**src/rtl/cmdl_pkg.sv**
```systemverilog
package cmdl_pkg;

    typedef enum logic [1:0] {
        AD_CMD    = 2'd0,
        AD_CMD_LK = 2'd1,
        AD_EXT    = 2'd2,
        AD_EXT_LK = 2'd3
    } cmdl_addr_e;

    typedef struct packed {
        logic rd_cmd;
        logic rd_cmd_lk;
        logic wr_cmd;
        logic wr_cmd_lk;
        logic rd_ext;
        logic wr_ext;
        logic wr_ext_lk;
    } cmdl_evt_t;

    typedef enum logic {
        LK_FREE,
        LK_HELD
    } cmdl_lock_e;

    typedef enum logic [1:0] {
        EX_IDLE,
        EX_RUN,
        EX_HOLD
    } cmdl_exec_e;

endpackage

```
**src/rtl/cmdl_decode.sv**
```systemverilog
module cmdl_decode
    import cmdl_pkg::*;
(
    input  logic       valid,
    input  logic       write,
    input  logic [1:0] addr,
    output cmdl_evt_t  evt
);

    cmdl_addr_e addr_e;

    assign addr_e = cmdl_addr_e'(addr);

    always_comb begin
        evt = '0;
        if (valid) begin
            unique case (addr_e)
                AD_CMD: begin
                    if (write) evt.wr_cmd = 1'b1;
                    else       evt.rd_cmd = 1'b1;
                end
                AD_CMD_LK: begin
                    if (write) begin
                        evt.wr_cmd    = 1'b1;
                        evt.wr_cmd_lk = 1'b1;
                    end else begin
                        evt.rd_cmd    = 1'b1;
                        evt.rd_cmd_lk = 1'b1;
                    end
                end
                AD_EXT: begin
                    if (write) evt.wr_ext = 1'b1;
                    else       evt.rd_ext = 1'b1;
                end
                AD_EXT_LK: begin
                    if (write) begin
                        evt.wr_ext    = 1'b1;
                        evt.wr_ext_lk = 1'b1;
                    end else begin
                        evt.rd_ext    = 1'b1;
                    end
                end
                default: ;
            endcase
        end
    end

endmodule

```
**src/rtl/cmdl_lock_fsm.sv**
```systemverilog
module cmdl_lock_fsm
    import cmdl_pkg::*;
(
    input  logic      clk,
    input  logic      rst_n,
    input  logic      busy,
    input  cmdl_evt_t evt,
    output logic      locked
);

    cmdl_lock_e state_q;
    cmdl_lock_e state_d;
    logic       grab;
    logic       drop;

    assign grab = evt.rd_cmd_lk | evt.wr_cmd_lk | evt.wr_ext_lk;
    assign drop = evt.wr_cmd & ~evt.wr_cmd_lk;

    always_ff @(posedge clk) begin
        if (!rst_n) state_q <= LK_FREE;
        else        state_q <= state_d;
    end

    always_comb begin
        state_d = state_q;
        if (!busy) begin
            unique case (state_q)
                LK_FREE: if (grab) state_d = LK_HELD;
                LK_HELD: if (drop) state_d = LK_FREE;
                default: state_d = LK_FREE;
            endcase
        end
    end

    always_comb begin
        locked = (state_q == LK_HELD);
    end

    p_frozen_busy_r8: assert property (@(posedge clk) disable iff (!rst_n)
        busy |=> $stable(locked));

    p_acquire_r4: assert property (@(posedge clk) disable iff (!rst_n)
        (!busy && evt.rd_cmd_lk) |=> locked);

    p_release_r5: assert property (@(posedge clk) disable iff (!rst_n)
        (!busy && evt.wr_cmd && !evt.wr_cmd_lk) |=> !locked);

    p_lock_write_r6: assert property (@(posedge clk) disable iff (!rst_n)
        (!busy && (evt.wr_cmd_lk || evt.wr_ext_lk)) |=> locked);

    p_neutral_r7: assert property (@(posedge clk) disable iff (!rst_n)
        (!busy && !evt.wr_cmd && !evt.rd_cmd_lk && !evt.wr_ext_lk) |=> $stable(locked));

endmodule

```
**src/rtl/cmdl_exec_fsm.sv**
```systemverilog
module cmdl_exec_fsm
    import cmdl_pkg::*;
#(
    parameter int MIN_BUSY = 72
) (
    input  logic clk,
    input  logic rst_n,
    input  logic start,
    input  logic done,
    output logic busy
);

    localparam int CNT_W = (MIN_BUSY > 1) ? $clog2(MIN_BUSY) : 1;
    localparam logic [CNT_W-1:0] CNT_LAST = CNT_W'(MIN_BUSY - 1);

    cmdl_exec_e       state_q;
    cmdl_exec_e       state_d;
    logic [CNT_W-1:0] cnt_q;
    logic             min_met;

    assign min_met = (cnt_q >= CNT_LAST);

    always_ff @(posedge clk) begin
        if (!rst_n) state_q <= EX_IDLE;
        else        state_q <= state_d;
    end

    always_ff @(posedge clk) begin
        if (!rst_n)                  cnt_q <= '0;
        else if (start)              cnt_q <= '0;
        else if (busy && !min_met)   cnt_q <= cnt_q + 1'b1;
    end

    always_comb begin
        state_d = state_q;
        unique case (state_q)
            EX_IDLE: if (start) state_d = EX_RUN;
            EX_RUN: begin
                if (done && min_met) state_d = EX_IDLE;
                else if (done)       state_d = EX_HOLD;
            end
            EX_HOLD: if (min_met) state_d = EX_IDLE;
            default: state_d = EX_IDLE;
        endcase
    end

    always_comb begin
        busy = (state_q != EX_IDLE);
    end

    p_min_hold_r3: assert property (@(posedge clk) disable iff (!rst_n)
        (busy && !min_met) |=> busy);

    p_wait_done_r3: assert property (@(posedge clk) disable iff (!rst_n)
        (state_q == EX_RUN && !done) |=> busy);

    p_start_idle_r2: assert property (@(posedge clk) disable iff (!rst_n)
        start |-> !busy);

endmodule

```
**src/rtl/cmd_lock_port.sv**
```systemverilog
module cmd_lock_port
    import cmdl_pkg::*;
#(
    parameter int DW       = 32,
    parameter int MIN_BUSY = 72
) (
    input  logic            clk,
    input  logic            rst_n,
    input  logic            acc_valid,
    input  logic            acc_write,
    input  logic [1:0]      acc_addr,
    input  logic [DW-1:0]   acc_wdata,
    output logic [DW-1:0]   acc_rdata,
    input  logic            exec_done,
    output logic            issue_valid,
    output logic [DW-4:0]   issue_cmd,
    output logic [DW-1:0]   issue_ext,
    output logic            busy,
    output logic            locked
);

    localparam int CMD_W = DW - 3;

    cmdl_evt_t        evt;
    logic             accept;
    logic             reject;
    logic [CMD_W-1:0] cmd_q;
    logic [DW-1:0]    ext_q;
    logic             ovr_q;

    cmdl_decode u_decode (
        .valid (acc_valid),
        .write (acc_write),
        .addr  (acc_addr),
        .evt   (evt)
    );

    cmdl_exec_fsm #(.MIN_BUSY(MIN_BUSY)) u_exec (
        .clk   (clk),
        .rst_n (rst_n),
        .start (accept),
        .done  (exec_done),
        .busy  (busy)
    );

    cmdl_lock_fsm u_lock (
        .clk    (clk),
        .rst_n  (rst_n),
        .busy   (busy),
        .evt    (evt),
        .locked (locked)
    );

    assign accept = evt.wr_cmd & ~busy;
    assign reject = evt.wr_cmd &  busy;

    always_ff @(posedge clk) begin
        if (!rst_n) begin
            cmd_q       <= '0;
            ext_q       <= '0;
            ovr_q       <= 1'b0;
            issue_valid <= 1'b0;
            issue_cmd   <= '0;
            issue_ext   <= '0;
        end else begin
            issue_valid <= accept;
            if (accept) begin
                cmd_q     <= acc_wdata[CMD_W-1:0];
                issue_cmd <= acc_wdata[CMD_W-1:0];
                issue_ext <= ext_q;
            end
            if (evt.wr_ext) ext_q <= acc_wdata;
            if (reject)          ovr_q <= 1'b1;
            else if (evt.rd_cmd) ovr_q <= 1'b0;
        end
    end

    always_comb begin
        acc_rdata = '0;
        if (evt.rd_cmd)      acc_rdata = {busy, locked, ovr_q, cmd_q};
        else if (evt.rd_ext) acc_rdata = ext_q;
    end

    p_issue_single_r2: assert property (@(posedge clk) disable iff (!rst_n)
        issue_valid |=> !issue_valid);

    p_issue_busy_r2: assert property (@(posedge clk) disable iff (!rst_n)
        issue_valid |-> busy);

    p_reject_flag_r9: assert property (@(posedge clk) disable iff (!rst_n)
        reject |=> (ovr_q && !issue_valid));

    p_reject_keep_r9: assert property (@(posedge clk) disable iff (!rst_n)
        reject |=> $stable(cmd_q));

    p_ovr_clear_r10: assert property (@(posedge clk) disable iff (!rst_n)
        evt.rd_cmd |=> !ovr_q);

    p_ext_write_r11: assert property (@(posedge clk) disable iff (!rst_n)
        evt.wr_ext |=> (ext_q == $past(acc_wdata)));

    p_evt_single_r11: assert property (@(posedge clk) disable iff (!rst_n)
        acc_valid |-> ($countones({evt.rd_cmd, evt.wr_cmd, evt.rd_ext, evt.wr_ext}) == 1));

endmodule

```
**config.mk**
```make
export PLATFORM = sky130hd
export DESIGN_NAME = cmd_lock_port
export DESIGN_NICKNAME = d
export VERILOG_FILES = /design/src/rtl/cmdl_pkg.sv /design/src/rtl/cmdl_decode.sv /design/src/rtl/cmdl_lock_fsm.sv /design/src/rtl/cmdl_exec_fsm.sv /design/src/rtl/cmd_lock_port.sv
export SDC_FILE = /design/constraint.sdc
export NUM_CORES = 1
export LEC_CHECK = 0
export CAP_MARGIN = 25
export CORE_MARGIN = 8
export CORE_UTILIZATION = 50
export CTS_CLUSTER_DIAMETER = 100
export DETAILED_ROUTE_END_ITERATION = 8
export GPL_TIMING_DRIVEN = 0
export PLACE_DENSITY = 0.9
export SYNTH_ARGS = -nofsm -noshare
export SYNTH_HDL_FRONTEND = slang
export SYNTH_SLANG_ARGS = --single-unit
```
**constraint.sdc**
```tcl
create_clock -name clk -period 2.56 [get_ports clk]
set_input_delay 0.512 -clock clk [delete_from_list [all_inputs] [get_ports clk]]
set_output_delay 0.512 -clock clk [all_outputs]
set_load 0.05 [all_outputs]
```
# Word level (Yosys, flattened, before mapping)
# Index checks and enable logic that the tools add are counted.
dict set report op_classes {
  reduce_logical 9
  add_sub_neg 1
  order_cmp 1
  eq_ne 8
  n_mux 23
  bitwise 9
}
# operator count
set ops {}
lappend ops {{two-way mux 32 bit} 2}
lappend ops {{two-way mux 2 bit} 6}
lappend ops {{two-way mux 1 bit} 9}
lappend ops {{adder 7 x 1 -> 7 bit, second input constant} 1}
lappend ops {{greater-or-equal comparator 7 bit, second input constant} 1}
lappend ops {{two-way mux 7 bit} 1}
lappend ops {{equality test 2 bit, second input constant} 3}
lappend ops {{case mux 1 bit (2 select lines)} 3}
lappend ops {{case mux 2 bit (3 select lines)} 1}
lappend ops {{equality test 2 x 1 -> 1 bit, second input constant} 2}
lappend ops {{zero test 2 bit} 2}
lappend ops {{inverter 1 bit} 4}
lappend ops {{case mux 2 bit (2 select lines)} 1}
lappend ops {{nonzero test 2 bit} 2}
lappend ops {{AND 1 bit} 3}
lappend ops {{inequality test 3 x 2 -> 1 bit, second input constant} 1}
lappend ops {{AND reduction 3 bit} 1}
lappend ops {{logical AND 1 bit} 2}
lappend ops {{inequality test 2 x 1 -> 1 bit, second input constant} 1}
lappend ops {{inequality test 2 bit, second input constant} 1}
lappend ops {{OR 1 bit} 2}
lappend ops {{OR reduction 2 bit} 1}
lappend ops {{zero test 1 bit} 1}
dict set report totals {
  wordCells 59
  register_bits 105
  input_bits 39
  output_inout_bits 96
}

# Depth between registers and ports, before layout
dict set report logic_depth {
  ltp_word 7
  ltp_mapped 6
  ltp_nobuf 4
}

# By module
# From an unflattened synthesis, not the netlist that was laid out.
dict set report hier_totals {
  hier_cells 544
  hier_area_um2 4820.9
}
# mod seq_area_each_um2 area_each_um2 cells_per_inst instances
set by_module_without_submodules {}
lappend by_module_without_submodules {cmd_lock_port 1901.8 4241.6 481 1}
lappend by_module_without_submodules {cmdl_exec_fsm 180.2 450.4 51 1}
lappend by_module_without_submodules {cmdl_decode 0.0 68.8 7 1}
lappend by_module_without_submodules {cmdl_lock_fsm 20.0 60.1 5 1}

# Least setup slack after synthesis
# Ideal clock, no wire load.
dict set report synth_timing {
  path_type {input to output}
  startpoint {input acc_write}
  endpoint {output acc_rdata[22]}
  arrival_ns 1.767
  n_path_buf 3
  required_ns 2.048
  slack_ns 0.281
  cell_stages 6
  path_cell_list {inv_2 -> buf_2 -> and3_1 -> buf_2 -> clkbuf_1 -> a22o_1}
}
dict set report synth_via {
  elab_chain_len 5
}
# item line_no
set synth_rtl {}
lappend synth_rtl {{from (decl)} cmd_lock_port.sv:10} ;# input logic acc_write,
lappend synth_rtl {{two-way mux 1 bit} {cmdl_decode.sv:19, cmdl_decode.sv:32, cmdl_decode.sv:36}}
lappend synth_rtl {{case mux 2 bit (2 select lines)} cmdl_decode.sv:17} ;# unique case (addr_e)
lappend synth_rtl {{two-way mux 7 bit (*)} cmdl_decode.sv:16} ;# if (valid) begin
lappend synth_rtl {{two-way mux 32 bit} cmd_lock_port.sv:81} ;# else if (evt.rd_ext) acc_rdata = ext_q;
lappend synth_rtl {{two-way mux 32 bit (*)} cmd_lock_port.sv:80} ;# if (evt.rd_cmd) acc_rdata = {busy, locked, ovr_q, cmd_q};
lappend synth_rtl {{to (decl)} cmd_lock_port.sv:13} ;# output logic [DW-1:0] acc_rdata,
# Every way passes the cells marked *; elsewhere a longest branch is shown, timed or not.

# Final worst setup path
dict set report layout_timing {
  startpoint {input acc_addr[1]}
  endpoint {output acc_rdata[21]}
}
dict set report layout_via {
  elab_chain_len 5
}
# item line_no
set layout_rtl {}
lappend layout_rtl {{from (decl)} cmd_lock_port.sv:11} ;# input logic [1:0] acc_addr,
lappend layout_rtl {{equality test 2 bit} cmdl_decode.sv:17}
lappend layout_rtl {{case mux 2 bit (2 select lines)} cmdl_decode.sv:17}
lappend layout_rtl {{two-way mux 7 bit (*)} cmdl_decode.sv:16}
lappend layout_rtl {{two-way mux 32 bit} cmd_lock_port.sv:81}
lappend layout_rtl {{two-way mux 32 bit (*)} cmd_lock_port.sv:80}
# Marks and branches as above.

==> impl_metrics.csv <==
group,metric,value,unit
place,placedCellCount,765,
place,detailed_place_hpwl,10800,µm
clock_tree,clk_pin_slew_worst_paths,0.10,ns
clock_tree,cts_made_buffers,9,
worst_setup_path,cp_num_buf_inv,5,
worst_setup_path,timing.rr.start,"u_exec.state_q[1]",
hold_path,worst_min_delay_path_class,"register to register",
yosys,synth_top_cells_by_area,"sky130_fd_sc_hd__dfxtp_1, sky130_fd_sc_hd__a21oi_1, sky130_fd_sc_hd__nand3_1",
timing,maxSlewViolCount,0,
drt,route.detailed.vias_per_inst,5.99,
timing,worst_slew_pin_slew,0.624,ns
yosys,async_flop_share,0,%
yosys,ys.flop_type,"sky130_fd_sc_hd__dfxtp_1",
yosys,netlist.area_leader.share,48.5,%
worst_setup_path,critical_path_cell_count,7,
layout,final_core_utilization,69.7,%
timing,hold_ws,0.469,ns
floorplan,die_y,109,µm
clock_tree,tritoncts_num_sinks,105,
place,portBuffers,134,
worst_setup_path,critPathMaxFanout,10,
worst_setup_path,r2r_end,"cmd_q[2]",
floorplan,design.die.area,0.0119,mm²
drt,antenna_left,0,
yosys,netlist-cell-type-count,34,
drt,drtPass1Iterations,5,
timing,layout_min_cycle_time,2.45,ns
floorplan,fp.dieW,109,µm
drt,detail_route.drc_violations,0,
timing,timing.slew.headroom,58.4,%
run_status,outcome,"finished, final reports clean",
drt,routed_wirelength,14700,µm
yosys,syn-mean-instance-area,8.28,µm²
drt,drt_first_iter_violations,368,
clock_tree,clock_path_buffers,2,
clock_tree,cts_tree,"built",
timing,skew,0.0109,ns
grt,first_global_vias,4510,
worst_setup_path,startpoint,"acc_addr[1]",
worst_setup_path,critPathLaunchType,"input port",
yosys,synthTopCellsByCount,"sky130_fd_sc_hd__dfxtp_1, sky130_fd_sc_hd__a21oi_1, sky130_fd_sc_hd__nand2_1",
floorplan,initial_utilization,50.6,%
yosys,synth_enable_flop_cells,0,
layout,fraction_of_final_layout_cells_with_drive_strength_greater_than_1,11.9,%
hold_path,timing.hold.worst.start,"issue_ext[11]",
worst_setup_path,cpMaxStageDelayCell,"sky130_fd_sc_hd__clkdlybuf4s15_1",
worst_setup_path,reg2reg_depth,4,
worst_setup_path,worst_path_dominant_cell_family,"buffers and inverters",
grt,grt_start_max_net_pins,18,
layout,nets,709,
layout,final_cell_count_no_fill,783,
grt,grt_pass1_wl,22700,µm
timing,hold_violations,0,
worst_setup_path,cp.arrival,1.94,ns
timing,setup_viol,0,
grt,initial_antenna_violation_count,1,
yosys,synthesis.nets,563,
clock_tree,hold_buffers,0,
layout,layout.filler_cells,691,
timing,post-route-period-util,95.8,%
place,routabilityCongestion,0.911,
yosys,synth_top_cell_by_area,"sky130_fd_sc_hd__dfxtp_1",
grt,grt.overflow.total,0,
yosys,total_of_warnings_raised_by_yosys,0,
floorplan,fp.coreArea,0.00855,mm²
drt,post_drt_wl_per_cell,18.7,µm
pwr,ir_worst_vdd,0.294,mV
clock_tree,clockRootBuffer,"sky130_fd_sc_hd__clkbuf_8",
pwr,post-layout-total-power,3.22,mW
floorplan,std_cell_rows,34,
yosys,ys_ff_latch,105,
worst_setup_path,critical_path_required,2.05,ns
worst_setup_path,category_of_the_worst_setup_path_capture_point,"output pin",
yosys,synth_sequential_area_ratio,48.5,%
worst_setup_path,cpPeakStageDelay,0.31,ns
clock_tree,insertion_delay,0.37,ns
pwr,leakage_dissipation,2.09,nW
worst_setup_path,critPathKind,"input port to output pin",
yosys,netlist_area,0.00433,mm²
worst_setup_path,critical_path.endpoint,"acc_rdata[21]",
clock_tree,cts.htree.levels,3,
floorplan,io_pins,135,
layout,area_growth_syn_to_layout,37.7,%
drt,routed-via-count,4692,
run,max_cap_violations,0,
yosys,post_synth_inst_count,523,
grt,globalRouteTotalUtil,24.0,%
worst_setup_path,crit_chain,"clkdlybuf4s15_1 -> inv_1 -> and3_1 -> buf_2 -> clkbuf_4 -> a22o_1 -> buf_4",
worst_setup_path,ff2ff_setup_slack,0.83,ns
timing,grt_setup_unrepaired,"false",
pwr,power.density,541,mW/mm²
timing,clock.fmax,408,MHz
yosys,synth.most_common_cell,"sky130_fd_sc_hd__dfxtp_1",
-- registers in the layout, summed over array words and instances (netlist names) --
register        flops
ext_q              32
ovr_q               1
u_lock.locked       1
u_exec.cnt_q        7
issue_ext          32
u_exec.state_q      2
cmd_q              29
issue_valid         1
-- worst min path at each step --
| stage | depth (start not counted) | to | slack, ns |
|---|---|---|---|
| 2_1_floorplan | 2 | ext_q[0] | 0.45 |
| 3_3_place_gp | 2 | issue_ext[31] | 0.45 |
| 3_5_place_dp | 2 | issue_ext[11] | 0.46 |
| 4_1_cts | 2 | issue_ext[11] | 0.47 |
| 5_1_grt | 2 | issue_ext[9] | 0.50 |
| 6_report | 2 | issue_ext[11] | 0.47 |
-- power by group --
group | internal, mW | total [mW] | switching (mW)
combinational | 0.163 | 0.466 | 0.303
clock | 0.463 | 1.05 | 0.589
sequential | 1.67 | 1.71 | 0.0351
-- worst min-delay path, cell delays in order, from the launching register on --
cell                      delay [ns]
sky130_fd_sc_hd__dfxtp_1        0.33
sky130_fd_sc_hd__o21ai_2        0.05
sky130_fd_sc_hd__a21oi_1        0.05
-- per-stage QoR --
step	setup TNS (ns)	area, µm²	setup slack (ns)
finish	0	5960	0.109
global route	0	5960	0.00608
CTS	0	5960	0.101
detailed placement	-32.79	5810	-1.09
global placement	-31.29	5810	-1.04
floorplan	0	4330	0.281
-- layout by cell type, fill, tap and decap left out, drive strengths merged, types with 2 or more instances in the layout --
cell type	Yosys	final
dfxtp	105	105
clkdlybuf4s15	0	3
nand2	68	68
a21oi	100	100
nor2	2	2
a31oi	2	2
or3	4	4
mux2i	3	3
o31ai	2	2
buf	23	55
a22o	32	32
clkbuf	29	39
nand3	62	62
inv	5	6
and3	4	4
o211ai	3	3
dlygate4sd2	0	3
clkinvlp	0	2
o21ai	66	66
clkdlybuf4s50	0	98
-- layer usage --
metal  track usage, %  vias to the layer above  routed length (µm)
met3             4.08                       48                1270
met4             12.6                        0                 517
li1                 -                     2168                   -
met2             41.6                      269                7280
met1             27.8                     2207                5590
met5                0                        -                   0
-- cells by family (layout without fill, tap and decap cells) --
family | after synthesis | in the layout | synth area share, %
AO/OA/AOI/OAI | 210 | 210 | 28.1
adder cells (fa/ha/maj) | 1 | 1 | 0.289
buffers and inverters | 57 | 208 | 6.21
flip-flops | 105 | 105 | 48.5
multiplexers | 3 | 3 | 0.693
other | 0 | 1 | 0
AND/OR/NAND/NOR | 147 | 147 | 16.1
-- layout make-up --
cell class	instances	area (µm²)	share of cell area [%]
tap	108	135	2.27
antenna	1	2.50	0.0420
sequential	105	2100	35.2
buffer	50	260	4.36
clock inverter	5	65.1	1.09
inverter	5	21.3	0.357
timing repair buffer	137	1280	21.5
multi-input combinational	361	1960	32.9
clock buffer	11	131	2.20
-- timing repair --
item,in CTS,in global routing
setup endpoints to repair,33,1
gates resized for setup,200,1
buffers inserted,3,0
No activity file was read; power rests on OpenSTA's default activity.
